===== src/rtl/tx71_pkg.sv =====
package tx71_pkg;
  localparam int WORD_W     = 7;
  localparam int GROUP_W    = 2 * WORD_W;
  localparam int PAIRS      = GROUP_W / 2;
  localparam int LAST_PHASE = PAIRS - 1;
  localparam int PHASE_W    = $clog2(PAIRS);
  localparam logic [WORD_W-1:0] CLK_WORD = 7'b1100011;
endpackage


===== src/rtl/tx71_gear_ctrl.sv =====
module tx71_gear_ctrl
  import tx71_pkg::*;
(
  input  logic clk_ser,
  input  logic rst_n,
  input  logic in_valid,
  output logic in_ready,
  output logic accept,
  output logic slot_sel,
  output logic load,
  output logic step,
  output logic stop,
  output logic out_valid
);
  logic [1:0]         fill_q;
  logic [PHASE_W-1:0] phase_q;
  logic               run_q;
  logic               last;

  assign last      = (phase_q == PHASE_W'(LAST_PHASE));
  assign in_ready  = (fill_q != 2'd2);
  assign accept    = in_valid && in_ready;
  assign slot_sel  = fill_q[0];
  assign load      = (fill_q == 2'd2) && (!run_q || last);
  assign step      = run_q && !last;
  assign stop      = run_q && last && !load;
  assign out_valid = run_q;

  always_ff @(posedge clk_ser) begin
    if (!rst_n) begin
      fill_q  <= 2'd0;
      phase_q <= '0;
      run_q   <= 1'b0;
    end else begin
      if (load) begin
        fill_q  <= 2'd0;
        phase_q <= '0;
        run_q   <= 1'b1;
      end else begin
        if (accept) fill_q <= fill_q + 2'd1;
        if (step) phase_q <= phase_q + PHASE_W'(1);
        if (stop) begin
          phase_q <= '0;
          run_q   <= 1'b0;
        end
      end
    end
  end

  AST_NO_OVERFLOW: assert property (@(posedge clk_ser) disable iff (!rst_n)
    (!in_ready && !load) |=> !in_ready);

  AST_PHASE_RANGE: assert property (@(posedge clk_ser) disable iff (!rst_n)
    phase_q <= PHASE_W'(LAST_PHASE));

  AST_CONTINUOUS: assert property (@(posedge clk_ser) disable iff (!rst_n)
    (run_q && !last) |=> (run_q && phase_q == PHASE_W'($past(phase_q) + PHASE_W'(1))));
endmodule


===== src/rtl/tx71_lane.sv =====
module tx71_lane
  import tx71_pkg::*;
(
  input  logic              clk_ser,
  input  logic              rst_n,
  input  logic              accept,
  input  logic              slot_sel,
  input  logic [WORD_W-1:0] word,
  input  logic              load,
  input  logic              step,
  input  logic              stop,
  output logic [1:0]        pair
);
  logic [WORD_W-1:0]  slot0_q, slot1_q;
  logic [GROUP_W-1:0] shift_q;
  logic [GROUP_W-1:0] group;
  logic [1:0]         pair_q;

  assign group = {slot0_q, slot1_q};
  assign pair  = pair_q;

  always_ff @(posedge clk_ser) begin
    if (!rst_n) begin
      slot0_q <= '0;
      slot1_q <= '0;
      shift_q <= '0;
      pair_q  <= 2'b00;
    end else begin
      if (accept) begin
        if (slot_sel) slot1_q <= word;
        else          slot0_q <= word;
      end
      if (load) begin
        pair_q  <= group[GROUP_W-1 -: 2];
        shift_q <= group << 2;
      end else if (step) begin
        pair_q  <= shift_q[GROUP_W-1 -: 2];
        shift_q <= shift_q << 2;
      end else if (stop) begin
        pair_q  <= 2'b00;
      end
    end
  end

  AST_HOLD_STABLE: assert property (@(posedge clk_ser) disable iff (!rst_n)
    !accept |=> ($stable(slot0_q) && $stable(slot1_q)));
endmodule


===== src/rtl/tx71_gearbox.sv =====
module tx71_gearbox
  import tx71_pkg::*;
#(
  parameter int LANES = 4
) (
  input  logic                    clk_ser,
  input  logic                    rst_n,
  input  logic                    in_valid,
  output logic                    in_ready,
  input  logic [LANES*WORD_W-1:0] in_data,
  output logic                    out_valid,
  output logic [LANES*2-1:0]      out_pairs,
  output logic [1:0]              clk_pair
);
  logic accept, slot_sel, load, step, stop;

  tx71_gear_ctrl u_ctrl (
    .clk_ser   (clk_ser),
    .rst_n     (rst_n),
    .in_valid  (in_valid),
    .in_ready  (in_ready),
    .accept    (accept),
    .slot_sel  (slot_sel),
    .load      (load),
    .step      (step),
    .stop      (stop),
    .out_valid (out_valid)
  );

  for (genvar l = 0; l < LANES; l++) begin : g_lane
    tx71_lane u_lane (
      .clk_ser  (clk_ser),
      .rst_n    (rst_n),
      .accept   (accept),
      .slot_sel (slot_sel),
      .word     (in_data[l*WORD_W +: WORD_W]),
      .load     (load),
      .step     (step),
      .stop     (stop),
      .pair     (out_pairs[l*2 +: 2])
    );
  end

  tx71_lane u_clk_lane (
    .clk_ser  (clk_ser),
    .rst_n    (rst_n),
    .accept   (accept),
    .slot_sel (slot_sel),
    .word     (CLK_WORD),
    .load     (load),
    .step     (step),
    .stop     (stop),
    .pair     (clk_pair)
  );

  AST_IDLE_ZERO: assert property (@(posedge clk_ser) disable iff (!rst_n)
    !out_valid |-> (out_pairs == '0 && clk_pair == 2'b00));

  AST_CLK_LEAD: assert property (@(posedge clk_ser) disable iff (!rst_n)
    load |=> (out_valid && clk_pair == 2'b11));
endmodule


===== config.mk =====
export PLATFORM = sky130hd
export DESIGN_NAME = tx71_gearbox
export DESIGN_NICKNAME = d
export VERILOG_FILES = /design/src/rtl/tx71_pkg.sv /design/src/rtl/tx71_gear_ctrl.sv /design/src/rtl/tx71_lane.sv /design/src/rtl/tx71_gearbox.sv
export SDC_FILE = /design/constraint.sdc
export NUM_CORES = 1
export LEC_CHECK = 0
export BUFFER_PORTS_ARGS = -buffer_cell sky130_fd_sc_hd__buf_2
export CAP_MARGIN = 20
export CORE_MARGIN = 3
export CORE_UTILIZATION = 49
export CTS_CLUSTER_DIAMETER = 50
export DETAILED_ROUTE_END_ITERATION = 10
export GPL_ROUTABILITY_DRIVEN = 0
export GPL_TIMING_DRIVEN = 0
export MAX_ROUTING_LAYER = met4
export PLACE_DENSITY = 0.65
export SYNTH_ARGS = -nofsm -noshare
export SYNTH_HDL_FRONTEND = slang
export SYNTH_HIERARCHICAL = 1
export SYNTH_SLANG_ARGS = --single-unit

===== constraint.sdc =====
create_clock -name clk_ser -period 4.3 [get_ports clk_ser]
set_clock_uncertainty 0.1 [all_clocks]
set_input_delay 0.43 -clock clk_ser [delete_from_list [all_inputs] [get_ports clk_ser]]
set_output_delay 0.43 -clock clk_ser [all_outputs]
set_load 0.005 [all_outputs]

# Yosys cells after proc, flatten, opt, wreduce, memory -nomap -nowiden
# Cells that the tools add are included.
# op_classes
reduce_logical,16
n_addsub,2
n_bitwise,2
muxes,23
n_eq_ne,3
# ops
operator,n
14-bit two-way mux,10
2-bit two-way mux,11
1-bit logical AND,5
2-bit AND reduction,2
2-bit nonzero test,2
3-bit by 1-bit adder with 3-bit output (second input constant),1
3-bit equality test (second input constant),1
1-bit zero test,3
3-bit nonzero test,1
3-bit OR reduction,1
2-bit by 1-bit adder with 2-bit output (second input constant),1
2-bit equality test (second input constant),1
1-bit two-way mux,2
2-bit inequality test (second input constant),1
1-bit NOT,2
2-bit OR reduction,1
1-bit logical OR,1
# word_totals
elab_cells,69
ff_bits,134
out_inout_bits,12

# Depth between registers and ports, before layout
# Gate-level depths: netlist (run 1).
# depth
ltp_word,8
mapped_depth,9

# By module
# The synthesis (run 1) kept the hierarchy.
# by_module_without_submodules
module,n_inst,cells_per_inst,seq_area_each_um2,area_per_inst_um2
tx71_lane,5,125,560.5,1163.6
tx71_gear_ctrl,1,38,120.1,361.6
tx71_gearbox,1,2,0.0,7.5

# Worst setup path after synthesis (run 1)
# Ideal clock, no wire load.
# synth_path
path_type,register to register
from,register u_ctrl.fill_q[0]
to,register g_lane[0].u_lane.pair_q[0]
period_less_slack_ns,2.698
stages_incl_launch_ff,10
arrival_ns,2.474
setup_slack_ns,1.602
required_time_ns,4.076
setup_time_ns,0.124
cell_sequence,dfxtp_1 inv_1 ha_1 buf_4 inv_1 nor2_1 inv_2 buf_2 o21ai_1 nor2_1
# synth_between
elab_chain_cells,5
# synth_rtl
item,line,text
start: declaration,tx71_gear_ctrl.sv:15,logic [1:0] fill_q;
start signal: assignment,tx71_gear_ctrl.sv:40,if (accept) fill_q <= fill_q + 2'd1;
2-bit equality test (*),tx71_gear_ctrl.sv:24,assign load = (fill_q == 2'd2) && (!run_q || last);
1-bit logical AND (*),tx71_gear_ctrl.sv:24,
via load,tx71_gearbox.sv:15,"logic accept, slot_sel, load, step, stop;"
1-bit zero test,tx71_gear_ctrl.sv:26,assign stop = run_q && last && !load;
1-bit logical AND,tx71_gear_ctrl.sv:26,
3-bit nonzero test (no source line),-,
end signal: assignment,tx71_lane.sv:34,pair_q <= group[GROUP_W-1 -: 2];
end signal: assignment,tx71_lane.sv:37,pair_q <= shift_q[GROUP_W-1 -: 2];
end: declaration,tx71_lane.sv:17,logic [1:0] pair_q;
# Mark *: on every way through the listed nets, which the timed path passes. The rest lies on a longest branch.
# A chain may end at the register's enable or synchronous reset.

# Worst setup path in the final report (run 1)
# layout_path
from,register u_ctrl.fill_q[0]
to,register g_lane[1].u_lane.pair_q[0]
# layout_between
elab_chain_cells,5
# layout_rtl
item,line
2-bit equality test (*),tx71_gear_ctrl.sv:24
1-bit logical AND (*),tx71_gear_ctrl.sv:24
via load,tx71_gearbox.sv:15
1-bit zero test,tx71_gear_ctrl.sv:26
1-bit logical AND,tx71_gear_ctrl.sv:26
3-bit nonzero test (no source line),-
end signal: assignment,tx71_lane.sv:34
end signal: assignment,tx71_lane.sv:37
end: declaration,tx71_lane.sv:17
# Marked as above.

==> flow_summary_export.csv, run 1 <==
group,metric,value,unit
outcome,status,"completed",
timing,period_minus_slack,2.50,ns
clock_network,postCtsResizedCells,0,
yosys,synthMuxAreaShare,8.41,%
hold_path,min_from,"in_data[2]",
power_and_ir_drop,power.share.clock,43.5,%
finish,stdcell_area,7210,µm²
place,dp_slack,1.80,ns
global_route,antenna_found_initial,0,
setup_path,worst-setup-path-type,"reg2reg",
setup_path,critPathLaunch,"u_ctrl/fill_q[0]$_SDFFE_PP0P_",
die,start_util,50.9,%
finish,final_nets,772,
drt,drc_errors,0,
clock_network,clk_pin_slew,0.05,ns
power_and_ir_drop,power.internal,2.40,mW
job,maxCapViolations,0,
die,io_pins,43,
clock_network,cts_hold_buf,0,
timing,relSlewSlack,36.7,%
drt,vias_per_cell,5.11,
global_route,grt_start_max_net_pins,56,
drt,drt_pass1_iterations,4,
drt,drt_iter0_drc,265,
yosys,ys.warnings.count,6,
setup_path,cp-end-kind,"flop",
clock_network,tritoncts,"yes",
place,hpwl,8.83,mm
power_and_ir_drop,swShare,23.0,%
drt,wl_per_cell,13.5,µm
yosys,ys_seq_area_share,47.2,%
timing,max_clock_freq,0.400,GHz
die,die-area,14000,µm²
power_and_ir_drop,switching_power,716,µW
clock_network,cts_made_buffers,17,
setup_path,r2r-start,"u_ctrl/fill_q[0]$_SDFFE_PP0P_",
timing,hold_ws,0.169,ns
die,core_area,12200,µm²
yosys,synth_top_family_by_area,"compound AO/OA/AOI/OAI gates",
clock_network,cts_setup_buffers,0,
yosys,synthXorXnorAreaFrac,0,%
drt,routed_wl,12.4,mm
global_route,overflow,0,
timing,hold_viol_final,0,
yosys,synth_seq_cells,146,
clock_network,cts_buffer_depth,2,
clock_network,clock_sinks,146,
yosys,synthAdderAreaFrac,0.607,%
global_route,grt_pass1_wl,21.3,mm
power_and_ir_drop,power_leakage,2.64,nW
yosys,syn-instance-count,665,
yosys,synth-compound-area-share,20.8,%
place,placed_area,6660,µm²
yosys,synth_top_area_share,47.2,%
setup_path,cp.required,4.49,ns
timing,fin_crit_sh,58.1,%
die,die_w,118,µm
yosys,ys_async_sr_fraction,0,%
yosys,synth_largest_area_cell,"dfxtp_1",
power_and_ir_drop,comb_power_share,9.8,%
yosys,synth-edff-count,0,
yosys,ys.flop_type,"dfxtp_1",
place,port_buffers,42,
setup_path,worstPathArrival,2.69,ns
timing,finalWorstSetupSlack,1.80,ns
setup_path,cp-start-kind,"flop",
yosys,synthDistinctLibCells,31,
timing,slew_violations,0,
finish,layout-drive-gt1-share,18.0,%
yosys,syn_area_per_cell,9.30,µm²
timing,rsz0062_at_grt,"no",
timing,fin_tns_setup,0,ns
timing,worst_slew_pin_slew,0.947,ns
finish,area_growth,16.5,%
die,rows,40,
clock_network,clk_latency,0.41,ns
clock_network,root_buffer,"clkbuf_16",
yosys,synth-simple-area-share,16.2,%
hold_path,hp-class,"in2reg",
drt,detail-route-antenna-nets,0,
global_route,track_usage,19.0,%
power_and_ir_drop,seqPwrFrac,46.8,%
yosys,syn-cell-area,6190,µm²
clock_network,cts.htree.levels,4,
power_and_ir_drop,p_per_area,433,nW/µm²
die,die_h,118,µm
global_route,grt_pass1_vias,4566,
yosys,synth_area_leaders,"dfxtp_1 47%, a21boi_1 8.5%, mux2i_1 8.4%",
setup_path,worst-path-max-fanout,35,
drt,dr_total_vias,4684,
finish,n_antenna_cell,0,
timing,setup_viol,0,
power_and_ir_drop,vdd_drop_max,256,µV
[power by group through the flow]
| stage | clock network, mW | logic (mW) | registers (mW) |
|---|---|---|---|
| 2_1_floorplan | 0 | 0.229 | 1.48 |
| 3_3_place_gp | 0 | 0.296 | 1.48 |
| 3_5_place_dp | 0 | 0.305 | 1.49 |
| 4_1_cts | 1.39 | 0.306 | 1.46 |
| 5_1_grt | 1.46 | 0.343 | 1.47 |
| 6_report | 1.36 | 0.304 | 1.46 |
[area by class of cell]
cell class                      instances  area, µm²
Sequential cell                       146       2920
Multi-Input combinational cell        482       2900
Tap cell                              168        210
Timing Repair Buffer                   42        210
Fill cell                            1106       4950
Clock buffer                           24        492
Buffer                                 41        383
Clock inverter                          6       55.1
Inverter                                8       30.0
[cell usage after synthesis, types with 11 or more instances]
cell type,number
a21boi_1,70
nor2_1,19
mux2i_1,52
nand2_1,105
o21ai_1,50
o21ai_0,13
a21oi_1,63
nor2b_1,12
buf_4,16
nor3b_1,11
nand3_1,35
dfxtp_1,146
[registers in the layout, indices dropped and copies added (netlist names), 3 cells and up]
name / flops
g_lane.u_lane/pair: 8
g_lane.u_lane/shift_q: 48
g_lane.u_lane/slot0_q: 28
g_lane.u_lane/slot1_q: 28
u_clk_lane/shift_q: 12
u_clk_lane/slot0_q: 7
u_clk_lane/slot1_q: 7
u_ctrl/phase_q: 3
[layer usage]
metal | track usage [%] | vias to the layer above | wire length (µm)
met1 | 24.1 | 2155 | 6100
met3 | 4.07 | 13 | 326
met5 | - | - | 0
met2 | 29.8 | 59 | 5780
met4 | 7.68 | 0 | 142
li1 | - | 2457 | -
[placed cells by master (no fill, tap or decap), drive strengths merged]
master and count:
clkinv 5, nor2 19, o21a 1, clkbuf 24, ha 3, a21oi 64, nand2 110, o21ai 63
a21boi 71, nand3 35, nor2b 18, mux2i 52, dfxtp 146, nand3b 1, nor3b 11, inv 8
buf 83, and4b 1, a211oi 1, conb 14, nand2b 8, bufinv 1, a221oi 10
[cells by family (layout without fill, tap and decap cells)]
family / count (synthesis) / in the layout
other cells: 2 / 14
flops: 146 / 146
compound gates: 210 / 210
mux: 52 / 52
simple gates: 203 / 203
fa+ha+maj: 3 / 3
buf+inv: 49 / 121
[through the flow]
stage	utilization, %	total power, mW	cells
6_report	59.3	3.12	917
5_1_grt	59.3	3.26	917
4_1_cts	59.3	3.15	917
3_5_place_dp	54.8	1.79	887
3_3_place_gp	54.7	1.78	887
2_1_floorplan	-	1.70	677
[worst paths after layout]
check                                             end  depth (start not counted)  slack (ns)
max             g_lane[1].u_lane/pair[0]$_SDFFE_PN0P_                          9        1.80
min          g_lane[0].u_lane/slot0_q[2]$_SDFFE_PN0P_                          3        0.17
max reg2reg     g_lane[1].u_lane/pair[0]$_SDFFE_PN0P_                          9        1.80
min reg2reg  g_lane[0].u_lane/slot0_q[4]$_SDFFE_PN0P_                          2        0.35
[critical path, stage by stage (launching register included)]
cell and delay (ns):
dfxtp_1 0.44, inv_1 0.11, ha_1 0.14, buf_4 0.16, inv_1 0.12, nor2_4 0.76, inv_2 0.09, buf_2 0.21
o21ai_1 0.18, nor2_1 0.06
Note: power is estimated with default switching activity, not from simulation.
==> inputs of run 2 (changes only) <==
--- a/config.mk
+++ b/config.mk
@@ -14,7 +14,7 @@
 export GPL_ROUTABILITY_DRIVEN = 0
 export GPL_TIMING_DRIVEN = 0
 export MAX_ROUTING_LAYER = met4
-export PLACE_DENSITY = 0.65
+export PLACE_DENSITY = 0.67
 export SYNTH_ARGS = -nofsm -noshare
 export SYNTH_HDL_FRONTEND = slang
 export SYNTH_HIERARCHICAL = 1
==> constraint.sdc (replaced) <==
create_clock -name clk_ser -period 2.1 [get_ports clk_ser]
set_clock_uncertainty 0.1 [all_clocks]
set_input_delay 0.21 -clock clk_ser [delete_from_list [all_inputs] [get_ports clk_ser]]
set_output_delay 0.21 -clock clk_ser [all_outputs]
set_load 0.005 [all_outputs]
==> run 2 against run 1 <==
Effect of this change: sequential power is 100% higher; worst setup slack worse by 1.7 ns; register-to-register slack worse by 1.7 ns; non-clock buffer count is 39 higher; global-route usage is 1.2 points higher; die area stayed put; critical path depth is 2 lower; worst hold slack worse by 0.11 ns; sequential share of layout area is 2.8 points lower; via count is 5.9% higher; critical endpoint is now u_clk_lane/pair[1]$_SDFFE_PN0P_.
==> flow_summary_export.csv, run 2 (same netlist as run 1, synthesis figures left out) <==
group,metric,value,unit
outcome,status,"completed",
drt,drt_pass1_iterations,4,
setup_path,cpMaxStageDelayCell,"dfxtp_4",
drt,routed_wl,13.7,mm
power_and_ir_drop,power.share.clock,48.2,%
finish,layout-drive-gt1-share,19.8,%
drt,vias_per_cell,5.17,
timing,max_clock_freq,0.488,GHz
setup_path,cp-start-kind,"flop",
clock_network,tritoncts,"yes",
setup_path,worstPathArrival,2.25,ns
timing,period_minus_slack,2.05,ns
finish,final_nets,812,
setup_path,cp_top_family,"simple AND/OR/NAND/NOR gates",
power_and_ir_drop,comb_power_share,9.8,%
global_route,grt_pass1_wl,22.4,mm
setup_path,critPathBufInv,2,
clock_network,root_buffer,"clkbuf_16",
drt,detail-route-antenna-nets,0,
finish,area_growth,25.4,%
die,start_util,50.9,%
power_and_ir_drop,swShare,22.9,%
clock_network,clock_sinks,146,
timing,hold_viol_final,0,
setup_path,cp-end-kind,"flop",
finish,largest_reg_flops,48,
die,core_area,12200,µm²
place,place_inst,887,
place,dp_slack,-0.696,ns
finish,regMostFlops,"g_lane.u_lane/shift_q",
global_route,grt_pass1_vias,4742,
power_and_ir_drop,power_leakage,2.88,nW
die,die_w,118,µm
clock_network,cts.htree.levels,4,
die,rows,40,
die,io_pins,43,
power_and_ir_drop,power.internal,5.49,mW
drt,drt_iter0_drc,188,
finish,n_antenna_cell,0,
clock_network,clk_latency,0.42,ns
clock_network,cts_buffer_depth,2,
place,port_buffers,42,
global_route,overflow,0,
drt,dr_total_vias,4960,
die,die_h,118,µm
finish,stdcell_area,7760,µm²
finish,utilization,63.8,%
drt,wl_per_cell,14.3,µm
timing,hold_ws,0.0574,ns
die,die-area,14000,µm²
finish,layout_commonest_cell,"dfxtp_1",
timing,relSlewSlack,36.9,%
finish,top_regs,"g_lane.u_lane/shift_q: 48 flops, g_lane.u_lane/slot0_q: 28 flops, g_lane.u_lane/slot1_q: 28 flops",
power_and_ir_drop,seqPwrFrac,41.9,%
setup_path,crit_path_frequent_cell,"nor2_1",
setup_path,worst-setup-path-type,"reg2reg",
timing,slew_violations,0,
clock_network,cts_made_buffers,17,
setup_path,max_stage_delay,0.45,ns
setup_path,worst-path-max-fanout,10,
power_and_ir_drop,switching_power,1.63,mW
timing,fin_tns_setup,0,ns
drt,drc_errors,0,
timing,setup_viol,0,
setup_path,cp.required,2.30,ns
power_and_ir_drop,total_power,7.12,mW
global_route,antenna_found_initial,0,
place,hpwl,8.92,mm
timing,fin_crit_sh,97.6,%
timing,finalWorstSetupSlack,0.0497,ns
power_and_ir_drop,vdd_drop_max,535,µV
clock_network,clk_pin_slew,0.06,ns
power_and_ir_drop,p_per_area,918,nW/µm²
place,placed_area,6660,µm²
finish,final_cell_count_no_fill,959,
global_route,grt_start_max_net_pins,56,
global_route,track_usage,20.3,%
hold_path,hp-class,"in2reg",
timing,worst_slew_pin_slew,0.946,ns
setup_path,crit_chain,"inv_1 > ha_1 > buf_4 > and4b_4 > nor2_1 > a221oi_1 > nor2_1",
job,maxCapViolations,0,
finish,final_cell_mix,"145 x dfxtp_1, 105 x nand2_1, 70 x a21boi_1",
==> run 2: cell types whose count changed in the layout (fill, tap and decap cells not counted), sizes merged <==
cell and change:
dlygate4sd3 +28, buf +11, clkbuf -6, bufinv +5, clkinvlp +5, clkinv -2
nor2 +1
==> run 2: layout make-up <==
cell class	count	area [µm²]
buffer	41	383
clock buffer	18	439
clock inverter	14	234
fill	1060	4410
inverter	8	33.8
multi-input combinational	483	2930
sequential	146	2930
tap	168	210
timing repair buffer	81	598
==> run 2: layer usage <==
layer	track usage (%)	share of wire, %	vias to the layer above
met1	25.0	47	2308
met4	7.89	1.9	0
li1	-	-	2539
met3	4.98	3.6	24
met2	32.2	47	89
met5	-	0	-
==> run 2: worst paths after layout <==
kind / from / to / slack [ns] / cells after the start
max: u_ctrl/fill_q[0]$_SDFFE_PP0P_ / u_clk_lane/pair[1]$_SDFFE_PN0P_ / 0.05 / 7
max reg2reg: u_ctrl/fill_q[0]$_SDFFE_PP0P_ / u_clk_lane/pair[1]$_SDFFE_PN0P_ / 0.05 / 7
min reg2reg: g_lane[3].u_lane/slot1_q[2]$_SDFFE_PN0P_ / g_lane[3].u_lane/slot1_q[2]$_SDFFE_PN0P_ / 0.35 / 2
min: in_valid / u_ctrl/fill_q[0]$_SDFFE_PP0P_ / 0.06 / 4
==> run 2: repair_timing <==
| item | in CTS | in global routing |
|---|---|---|
| hold buffers | 28 | 0 |
| endpoints found under the hold margin | 56 | 0 |
| pin swaps | 1 | 2 |
| endpoints found under the setup margin | 144 | 68 |
| gates resized for setup | 6 | 3 |
| gates cloned | 1 | 0 |
| setup buffers | 4 | 7 |
==> run 2: power by group through the flow <==
stage               Sequential, mW  Clock, mW  Combinational, mW
floorplan                     3.02          0              0.469
CTS                           2.99       3.48              0.683
detailed placement            3.05          0              0.626
global placement              3.04          0              0.606
finish                        2.99       3.44              0.699
global route                  3.00       3.60              0.774
==> run 2: worst reg2reg max path: cells and delay by family (launching register included) <==
kind / cells / cell delay, ns
compound gates: 1 / 0.32
fa+ha+maj: 1 / 0.19
buf+inv: 2 / 0.25
flops: 1 / 0.45
simple gates: 3 / 0.62
